**config.mk**
```make
export PLATFORM = sky130hd
export DESIGN_NAME = refclk_switch_seq
export DESIGN_NICKNAME = d
export VERILOG_FILES = /design/src/rtl/rsq_pkg.sv /design/src/rtl/rsq_rst_pulse.sv /design/src/rtl/rsq_err_flag.sv /design/src/rtl/rsq_fsm.sv /design/src/rtl/refclk_switch_seq.sv
export SDC_FILE = /design/constraint.sdc
export NUM_CORES = 1
export LEC_CHECK = 0
export CAP_MARGIN = 25
export CELL_PAD_IN_SITES_DETAIL_PLACEMENT = 1
export CELL_PAD_IN_SITES_GLOBAL_PLACEMENT = 1
export CORE_MARGIN = 10
export CORE_UTILIZATION = 45
export CTS_CLUSTER_DIAMETER = 30
export CTS_CLUSTER_SIZE = 30
export DETAILED_ROUTE_END_ITERATION = 6
export DONT_BUFFER_PORTS = 1
export PLACE_DENSITY_LB_ADDON = 0.15
export SLEW_MARGIN = 20
export SYNTH_ARGS = -nofsm -noshare
export SYNTH_HDL_FRONTEND = slang
export SYNTH_SLANG_ARGS = --single-unit
```
**constraint.sdc**
```tcl
create_clock -name clk_i -period 2.2 [get_ports clk_i]
set_input_delay 0.11 -clock clk_i [delete_from_list [all_inputs] [get_ports clk_i]]
set_output_delay 0.11 -clock clk_i [all_outputs]
set_load 0.02 [all_outputs]
```
**src/rtl/rsq_pkg.sv**
```systemverilog
package rsq_pkg;

  typedef enum logic [1:0] {
    ST_IDLE,
    ST_ARM,
    ST_WAIT,
    ST_RST
  } rsq_state_e;

  localparam int          STD_W  = 2;
  localparam logic [1:0]  STD_SD = 2'b00;

  // true when the video standard forbids a rate change
  function automatic logic is_sd(input logic [STD_W-1:0] std);
    return std == STD_SD;
  endfunction

  // true on the last permitted wait cycle of a window of lim cycles
  function automatic logic at_limit(input logic [31:0] cnt, input int unsigned lim);
    return (cnt + 32'd1) >= lim;
  endfunction

endpackage

```
**src/rtl/rsq_rst_pulse.sv**
```systemverilog
module rsq_rst_pulse #(
  parameter int unsigned WIDTH = 4
) (
  input  logic clk_i,
  input  logic rst_ni,
  input  logic fire_i,
  output logic pulse_o,
  output logic fin_o
);
  localparam int CW = $clog2(WIDTH + 1);

  logic [CW-1:0] cnt_q;

  always_ff @(posedge clk_i or negedge rst_ni) begin
    if (!rst_ni) begin
      cnt_q <= '0;
    end else if (fire_i) begin
      cnt_q <= CW'(WIDTH);
    end else if (cnt_q != '0) begin
      cnt_q <= cnt_q - CW'(1);
    end
  end

  assign pulse_o = (cnt_q != '0);
  assign fin_o   = (cnt_q == CW'(1));

endmodule

```
**src/rtl/rsq_err_flag.sv**
```systemverilog
module rsq_err_flag #(
  parameter int unsigned N_SRC = 3
) (
  input  logic             clk_i,
  input  logic             rst_ni,
  input  logic [N_SRC-1:0] set_i,
  input  logic             clr_i,
  output logic             err_o
);
  logic err_q;

  always_ff @(posedge clk_i or negedge rst_ni) begin
    if (!rst_ni) begin
      err_q <= 1'b0;
    end else if (|set_i) begin
      err_q <= 1'b1;
    end else if (clr_i) begin
      err_q <= 1'b0;
    end
  end

  assign err_o = err_q;

endmodule

```
**src/rtl/rsq_fsm.sv**
```systemverilog
module rsq_fsm
  import rsq_pkg::*;
#(
  parameter int unsigned START_LAG = 1,
  parameter int unsigned TIMEOUT   = 16,
  parameter logic        INIT_SEL  = 1'b0
) (
  input  logic             clk_i,
  input  logic             rst_ni,
  input  logic             req_i,
  input  logic             req_sel_i,
  input  logic [STD_W-1:0] std_i,
  input  logic             done_i,
  input  logic             rst_fin_i,
  output rsq_state_e       state_o,
  output logic             pll_sel_o,
  output logic             start_o,
  output logic             rate_sel_o,
  output logic             fire_o,
  output logic             evt_reject_o,
  output logic             evt_same_o,
  output logic             evt_busyreq_o,
  output logic             evt_timeout_o,
  output logic             evt_revert_o
);
  localparam int TW = $clog2(TIMEOUT + 1);

  rsq_state_e state_q;
  rsq_state_e accept_next;
  logic       sel_q;
  logic       rate_q;
  logic [TW-1:0] tcnt_q;
  logic       idle;
  logic       accept;

  generate
    if (START_LAG == 0) begin : g_no_lag
      assign accept_next = ST_WAIT;
    end else begin : g_lag
      assign accept_next = ST_ARM;
    end
  endgenerate

  assign idle          = (state_q == ST_IDLE);
  assign evt_reject_o  = idle && req_i && is_sd(std_i);
  assign evt_same_o    = idle && req_i && !is_sd(std_i) && (req_sel_i == rate_q);
  assign accept        = idle && req_i && !is_sd(std_i) && (req_sel_i != rate_q);
  assign evt_revert_o  = (state_q == ST_ARM) && req_i && (req_sel_i != sel_q);
  assign evt_busyreq_o = !idle && req_i && !evt_revert_o;
  assign fire_o        = (state_q == ST_WAIT) && done_i;
  assign evt_timeout_o = (state_q == ST_WAIT) && !done_i && at_limit(32'(tcnt_q), TIMEOUT);

  always_ff @(posedge clk_i or negedge rst_ni) begin
    if (!rst_ni) begin
      state_q <= ST_IDLE;
      sel_q   <= INIT_SEL;
      rate_q  <= INIT_SEL;
      tcnt_q  <= '0;
    end else begin
      case (state_q)
        ST_IDLE: begin
          if (accept) begin
            sel_q   <= req_sel_i;
            state_q <= accept_next;
            tcnt_q  <= '0;
          end
        end
        ST_ARM: begin
          if (evt_revert_o) begin
            sel_q   <= rate_q;
            state_q <= ST_IDLE;
          end else begin
            state_q <= ST_WAIT;
            tcnt_q  <= '0;
          end
        end
        ST_WAIT: begin
          if (fire_o) begin
            state_q <= ST_RST;
          end else if (evt_timeout_o) begin
            sel_q   <= rate_q;
            state_q <= ST_IDLE;
          end else begin
            tcnt_q <= tcnt_q + TW'(1);
          end
        end
        default: begin
          if (rst_fin_i) begin
            rate_q  <= sel_q;
            state_q <= ST_IDLE;
          end
        end
      endcase
    end
  end

  assign state_o    = state_q;
  assign pll_sel_o  = sel_q;
  assign start_o    = (state_q == ST_WAIT);
  assign rate_sel_o = rate_q;

endmodule

```
**src/rtl/refclk_switch_seq.sv**
```systemverilog
module refclk_switch_seq
  import rsq_pkg::*;
#(
  parameter int unsigned START_LAG = 1,
  parameter int unsigned TIMEOUT   = 16,
  parameter int unsigned RST_W     = 4,
  parameter logic        INIT_SEL  = 1'b0
) (
  input  logic       clk_i,
  input  logic       rst_ni,
  input  logic       req_i,
  input  logic       req_sel_i,
  input  logic [1:0] std_i,
  input  logic       done_i,
  input  logic       clr_err_i,
  output logic       pll_sel_o,
  output logic       start_o,
  output logic       txrst_o,
  output logic       busy_o,
  output logic       err_o,
  output logic       rate_sel_o
);
  rsq_state_e state;
  logic fire;
  logic rst_fin;
  logic evt_reject;
  logic evt_same;
  logic evt_busyreq;
  logic evt_timeout;
  logic evt_revert;

  rsq_fsm #(
    .START_LAG (START_LAG),
    .TIMEOUT   (TIMEOUT),
    .INIT_SEL  (INIT_SEL)
  ) u_fsm (
    .clk_i         (clk_i),
    .rst_ni        (rst_ni),
    .req_i         (req_i),
    .req_sel_i     (req_sel_i),
    .std_i         (std_i),
    .done_i        (done_i),
    .rst_fin_i     (rst_fin),
    .state_o       (state),
    .pll_sel_o     (pll_sel_o),
    .start_o       (start_o),
    .rate_sel_o    (rate_sel_o),
    .fire_o        (fire),
    .evt_reject_o  (evt_reject),
    .evt_same_o    (evt_same),
    .evt_busyreq_o (evt_busyreq),
    .evt_timeout_o (evt_timeout),
    .evt_revert_o  (evt_revert)
  );

  rsq_rst_pulse #(
    .WIDTH (RST_W)
  ) u_pulse (
    .clk_i   (clk_i),
    .rst_ni  (rst_ni),
    .fire_i  (fire),
    .pulse_o (txrst_o),
    .fin_o   (rst_fin)
  );

  rsq_err_flag #(
    .N_SRC (3)
  ) u_err (
    .clk_i  (clk_i),
    .rst_ni (rst_ni),
    .set_i  ({evt_reject, evt_busyreq, evt_timeout}),
    .clr_i  (clr_err_i),
    .err_o  (err_o)
  );

  assign busy_o = (state != ST_IDLE);

endmodule

```
==> run metrics, run 1 <==
pin count of the biggest net entering global routing 14; Setup-failing EPs final 0; CP Capture Type flop; io pins 14; n_diodes 0; Detailed Place HPWL 1750 µm; mapped cell area slightly above 900 µm²; largest cells by area after synthesis dfrtp_1 35%, ha_1 11%, mux2_2 4.9%, o21ai_0 4.4%, nand2b_1 3.4%; vias in the first global route between 800 and 900; Fmax 511 MHz; net switching power 563 µW; Critical Path Source Type flop; setup tns final 0 ps; Total GRT Usage 0.116; Initial Utilization 0.473; fin crit share 0.889; vias roughly 770; RSZ-0062 raised after global routing false; RePlAce Congestion 0.795; CTS buffer count 3; crit path max fanout 6; PortBufs 0; WL/cell 17.6 µm; leakage power 0.000439 µW; Die Wd 65.2 µm; Slew HR 0.560; commonest non-fill, non-tap cells in the layout 13 x dfrtp_1, 8 x o21ai_0, 8 x ha_1, 7 x inv_1, 6 x nand2_1; Die Y-Extent 65.2 µm; hold violation total from the final report 0; # rows 16; Yosys reg bits 13; Mapped Nets 113; P&R area growth vs syn 9.95%; Filler cells 233; Final Util 0.520; initial antenna violation count 0; Critical Path AT between 2000 and 2500 ps; Power Dens Cells 1230 nW/µm²; Reg power frac 0.350; Max-cap violations 0; Final nets 120; clock slew seen by the registers of the worst setup and hold paths ~90 ps; first-pass GRT wire length 3930 µm; worst ir drop on vdd between 0.6 and 0.7 mV; die area about 4200 µm²; post-route ant nets 0; status complete, no violations; CTS resizes 0; Synth Instances 97; WP data required 2370 ps; total routed wirelength around 2300 µm; layout cells sized above 1 0.117; DRT Pass-1 Iters 4; clock skew 1.76 ps; Net Sw Frac 0.452; Synth cell types 32; DR iter-0 viols 22; critical path class reg -> reg; clock tree buffer depth 2; CTS tree built; DR DRC count 0; most common cell after layout, fill and taps aside dfrtp_1; CTS Sinks 13; vias per cell 5.90; Skew-Pair Late Insertion Delay roughly 280 ps; clock root cell clkbuf_4; H-tree levels 1; total gr overflow 0; Worst-Margin Slew 658 ps; Internal about 700 µW; Yosys top cell area share 0.354; Final min period between 1500 and 2000 ps; largest area contributor in the netlist dfrtp_1; clock power share 0.125; Ys Warns 0; Hold Path Class in -> reg; Pins Over Slew Limit 0; sequential-to-total area share from yosys stat 0.354; Comb power frac 0.524; Syn Area/Cell 9.47 µm²; Core Area 1940 µm²
[power groups by stage]
stage | Sequential, µW | Combinational [µW] | Clock, µW
floorplan | 418 | 514 | 0
global placement | 437 | 626 | 0
detailed placement | 442 | 647 | 0
CTS | 438 | 656 | 161
global route | 456 | 731 | 172
finish | 436 | 653 | 156
[layer usage]
layer  global-route usage  vias to the layer above  part of all wire
li1                     -                      368                 -
met1                0.147                      380              0.46
met2                0.176                       15              0.47
met3               0.0424                        4             0.059
met4               0.0401                        0            0.0092
met5                    0                        -                 0
[synth_stat cells]
master    count
xor2_1        1
nand2b_1      5
mux2i_1       2
or3_1         2
o21ai_0       8
or4_1         1
a311oi_1      1
nor2_1        3
or3b_1        1
nand3_1       4
a21boi_0      1
nor4b_1       1
nor2b_1       3
xnor2_1       2
a21oi_1       4
nand2_1       6
mux2_2        4
a31oi_1       3
a221oi_1      1
a211o_1       1
or3b_2        1
o211ai_1      4
o32a_4        1
and3_1        2
nand3b_1      1
dfrtp_1      13
clkbuf_1      2
a211oi_1      2
o311ai_0      1
inv_1         7
a31o_2        1
ha_1          8
[sequential cells by signal (all words and copies together), names as in the netlist]
signal / cells
u_fsm.pll_sel_o: 1
u_fsm.state_o: 2
u_err.err_o: 1
u_pulse.cnt_q: 3
u_fsm.tcnt_q: 5
u_fsm.rate_sel_o: 1
[stage by stage]
step	setup slack [ps]	hold WS (ps)	area (µm²)	total power, µW	cells
after floorplan	335	-186	918	933	97
after global placement	319	-185	952	1060	123
after detailed placement	271	-185	952	1090	123
after CTS	239	2.46	1010	1260	130
after global routing	104	8.81	1010	1360	130
final	243	16.0	1010	1250	130
[cell families after synthesis]
family,count (synthesis),share of synthesized area
and+or+nand+nor,30,0.185
DFF,13,0.354
AOI/OAI and AO/OA,28,0.215
xor gates and xnor gates,3,0.0286
muxes,6,0.0708
adders and majority gates,8,0.109
buffers and inverters,9,0.0368
[worst max-delay path: stages, from the launching register on]
cell and delay [ps]:
dfrtp_1 430, ha_1 280, and3_1 230, a211o_1 280, a211oi_1 260, mux2_2 360
[path summary, 6_finish.rpt]
| check | start | endpoint | slack, ps | depth (start not counted) |
|---|---|---|---|---|
| worst max-delay path | u_fsm.tcnt_q[0]$_DFFE_PN0P_ | u_fsm.pll_sel_o$_DFFE_PN0P_ | 240 | 5 |
| min in group asynchronous | rst_ni | u_fsm.tcnt_q[4]$_DFFE_PN0P_ | 290 | 1 |
| max in group asynchronous | rst_ni | u_fsm.tcnt_q[2]$_DFFE_PN0P_ | 1490 | 1 |
| worst max register to register | u_fsm.tcnt_q[0]$_DFFE_PN0P_ | u_fsm.pll_sel_o$_DFFE_PN0P_ | 240 | 5 |
| worst min-delay path | done_i | u_pulse.cnt_q[2]$_DFFE_PN0P_ | 20 | 2 |
| worst min register to register | u_pulse.cnt_q[2]$_DFFE_PN0P_ | u_pulse.cnt_q[2]$_DFFE_PN0P_ | 570 | 2 |
[timing repair]
action	in CTS	in global routing
buffers inserted	0	0
endpoints found under the hold margin	16	0
hold buffers	3	0
setup endpoints to repair	0	0
[cell type report]
| class | count | area [µm²] | area share |
|---|---|---|---|
| Multi-Input combinational cell | 75 | 559 | 0.554 |
| Sequential cell | 13 | 325 | 0.322 |
| Timing Repair Buffer | 4 | 37.5 | 0.0372 |
| Tap cell | 27 | 33.8 | 0.0335 |
| Inverter | 7 | 26.3 | 0.0260 |
| Clock buffer | 3 | 22.5 | 0.0223 |
| Clock inverter | 1 | 5.00 | 0.00496 |
Note: power is estimated with default switching activity, not from simulation.
==> inputs of run 2 (changes only) <==
--- a/config.mk
+++ b/config.mk
@@ -14,7 +14,7 @@
 export CTS_CLUSTER_SIZE = 30
 export DETAILED_ROUTE_END_ITERATION = 6
 export DONT_BUFFER_PORTS = 1
-export PLACE_DENSITY_LB_ADDON = 0.15
+export PLACE_DENSITY_LB_ADDON = 0.1
 export SLEW_MARGIN = 20
 export SYNTH_ARGS = -nofsm -noshare
 export SYNTH_HDL_FRONTEND = slang
==> run metrics, run 2 (synthesis gave the netlist of run 1 again) <==
Fmax 511 MHz (about the same); leakage power 0.000441 µW (+0.58%); Reg power frac 0.347 (-0.003); net switching power 564 µW (+0.22%); non-filler instance count after layout 131 (+0.77%); Initial Utilization 0.473 (unchanged); DR DRC count 0 (unchanged); clock power share 0.122 (-0.003); most common cell after layout, fill and taps aside dfrtp_1; commonest non-fill, non-tap cells in the layout 13 x dfrtp_1, 8 x o21ai_0, 8 x ha_1, 7 x inv_1, 6 x nand2_1; Critical Path Source Type flop; layout cells sized above 1 0.115 (-0.00112); Total GRT Usage 0.120 (+0.00486); clock slew seen by the registers of the worst setup and hold paths 90 ps (about the same); total routed wirelength 2380 µm (+3.8%); vias 772 (+0.65%); DRT Pass-1 Iters 4 (unchanged); Pins Over Slew Limit 0 (unchanged); largest register by flop count u_fsm.tcnt_q; first-pass GRT wire length 4090 µm (+4.2%); total gr overflow 0 (unchanged); clock root cell clkbuf_4; RePlAce Congestion 0.822 (+3.4%); Setup-failing EPs final 0 (unchanged); vias per cell 5.89 (-0.12%); hold violation total from the final report 0 (unchanged); Critical Path AT 2130 ps (about the same); worst ir drop on vdd 0.684 mV (+9.1%); Net Sw Frac 0.449 (-0.00326); Critical Path Max Stage Delay 440 ps (about the same); Final nets 121 (+0.83%); clock skew 6.20 ps (+4.44 ps); critical path class reg -> reg; Slowest-stage cell, CP dfrtp_1; clock tree buffer depth 2 (unchanged); CTS buffer count 3 (unchanged); DR iter-0 viols 40 (+82%); Reg2Reg Depth 5 (unchanged); status complete, no violations; WL/cell 18.2 µm (+3.0%); # rows 16 (unchanged); Hold Path Depth 2 (unchanged); cell chain of the critical path ha_1, and3_1, a211o_1, a211oi_1, mux2_2; pin count of the biggest net entering global routing 14 (unchanged); Final min period 1960 ps (+0.0600 ps); WP data required 2370 ps (about the same); Hold Path Class in -> reg; Slew HR 0.576 (+0.0165); post-CTS setup repair buffer count 0 (unchanged); PortBufs 0 (unchanged); setup tns final 0 ps (unchanged); Die Y-Extent 65.2 µm (unchanged); CP Capture Type flop; die area 4250 µm² (unchanged); Power Dens Cells 1240 nW/µm² (+0.32%); Max-cap violations 0 (unchanged); Die Wd 65.2 µm (unchanged); P&R area growth vs syn 10.6%; crit path max fanout 6 (unchanged); Core Area 1940 µm² (unchanged); RSZ-0062 raised after global routing false; vias in the first global route 839 (+3.2%); Filler cells 236 (+1.3%); Comb power frac 0.531 (+0.007); max FFs per register 5 (unchanged); Skew-Pair Late Insertion Delay 280 ps (about the same); post-route ant nets 0 (unchanged); Detailed Place HPWL 1860 µm (+6.6%); CTS tree built; n_diodes 0 (unchanged); H-tree levels 1 (unchanged); CTS Sinks 13 (unchanged); Internal 692 µW (+1.5%); Worst-Margin Slew 634 ps (-24.7 ps); fin crit share 0.889 (about the same); io pins 14 (unchanged); initial antenna violation count 0 (unchanged); DP Cell Count 124 (+0.81%); CTS resizes 0 (unchanged)
-- run 2: cell types whose count changed in the layout (fill, tap and decap cells not counted), sizes merged --
cell	delta
clkinv	-1
buf	+1
clkbuf	+1
-- run 2: worst paths after layout --
kind | startpoint | endpoint | slack, ps
min in group asynchronous | rst_ni | u_fsm.tcnt_q[3]$_DFFE_PN0P_ | 290
max | u_fsm.tcnt_q[0]$_DFFE_PN0P_ | u_fsm.pll_sel_o$_DFFE_PN0P_ | 240
min reg2reg | u_pulse.cnt_q[2]$_DFFE_PN0P_ | u_pulse.cnt_q[2]$_DFFE_PN0P_ | 560
max reg2reg | u_fsm.tcnt_q[0]$_DFFE_PN0P_ | u_fsm.pll_sel_o$_DFFE_PN0P_ | 240
min | done_i | u_pulse.cnt_q[2]$_DFFE_PN0P_ | 20
max in group asynchronous | rst_ni | u_fsm.rate_sel_o$_DFFE_PN0P_ | 1500
-- run 2: what timing repair did --
action / 4_1_cts / 5_1_grt
endpoints found under the setup margin: 0 / 0
hold endpoints to repair: 16 / 0
hold buffers: 3 / 0
-- run 2: stage by stage --
step	setup slack, ps	util	hold WS [ps]	instance area [µm²]	total power [µW]
2_1_floorplan	335	-	-186	918	933
4_1_cts	252	0.523	13.2	1020	1280
6_report	243	0.523	22.9	1020	1260
5_1_grt	156	0.523	30.7	1020	1370
3_5_place_dp	276	0.494	-185	960	1110
3_3_place_gp	318	0.494	-185	960	1080
-- run 2: worst max-delay path, delay by kind of cell, from the launching register on --
kind                     cells  cell delay [ps]
AND/OR/NAND/NOR              1              230
adder cells (fa/ha/maj)      1              290
AO/OA/AOI/OAI                2              540
multiplexers                 1              360
flip-flops                   1              440
-- run 2: area by class of cell --
| type | count | area (µm²) | area share |
|---|---|---|---|
| inverters | 7 | 26.3 | 0.0259 |
| repair buffers | 5 | 45.0 | 0.0443 |
| multi-input cells | 75 | 559 | 0.550 |
| well taps | 27 | 33.8 | 0.0333 |
| clock buffers | 4 | 26.3 | 0.0259 |
| flip-flops and latches | 13 | 325 | 0.320 |
-- run 2: power by group through the flow --
stage          registers, µW  logic (µW)  clock network, µW
6_report                 436         668                153
5_1_grt                  455         748                170
4_1_cts                  438         677                162
3_5_place_dp             442         664                  0
3_3_place_gp             439         638                  0
2_1_floorplan            418         514                  0
-- run 2: metal layers --
layer  share of wire  global-route usage  vias up
li1                -                   -      368
met1            0.40               0.136      388
met2            0.53               0.209       14
met3           0.056              0.0441        2
met4          0.0059              0.0321        0
met5               0                   0        -
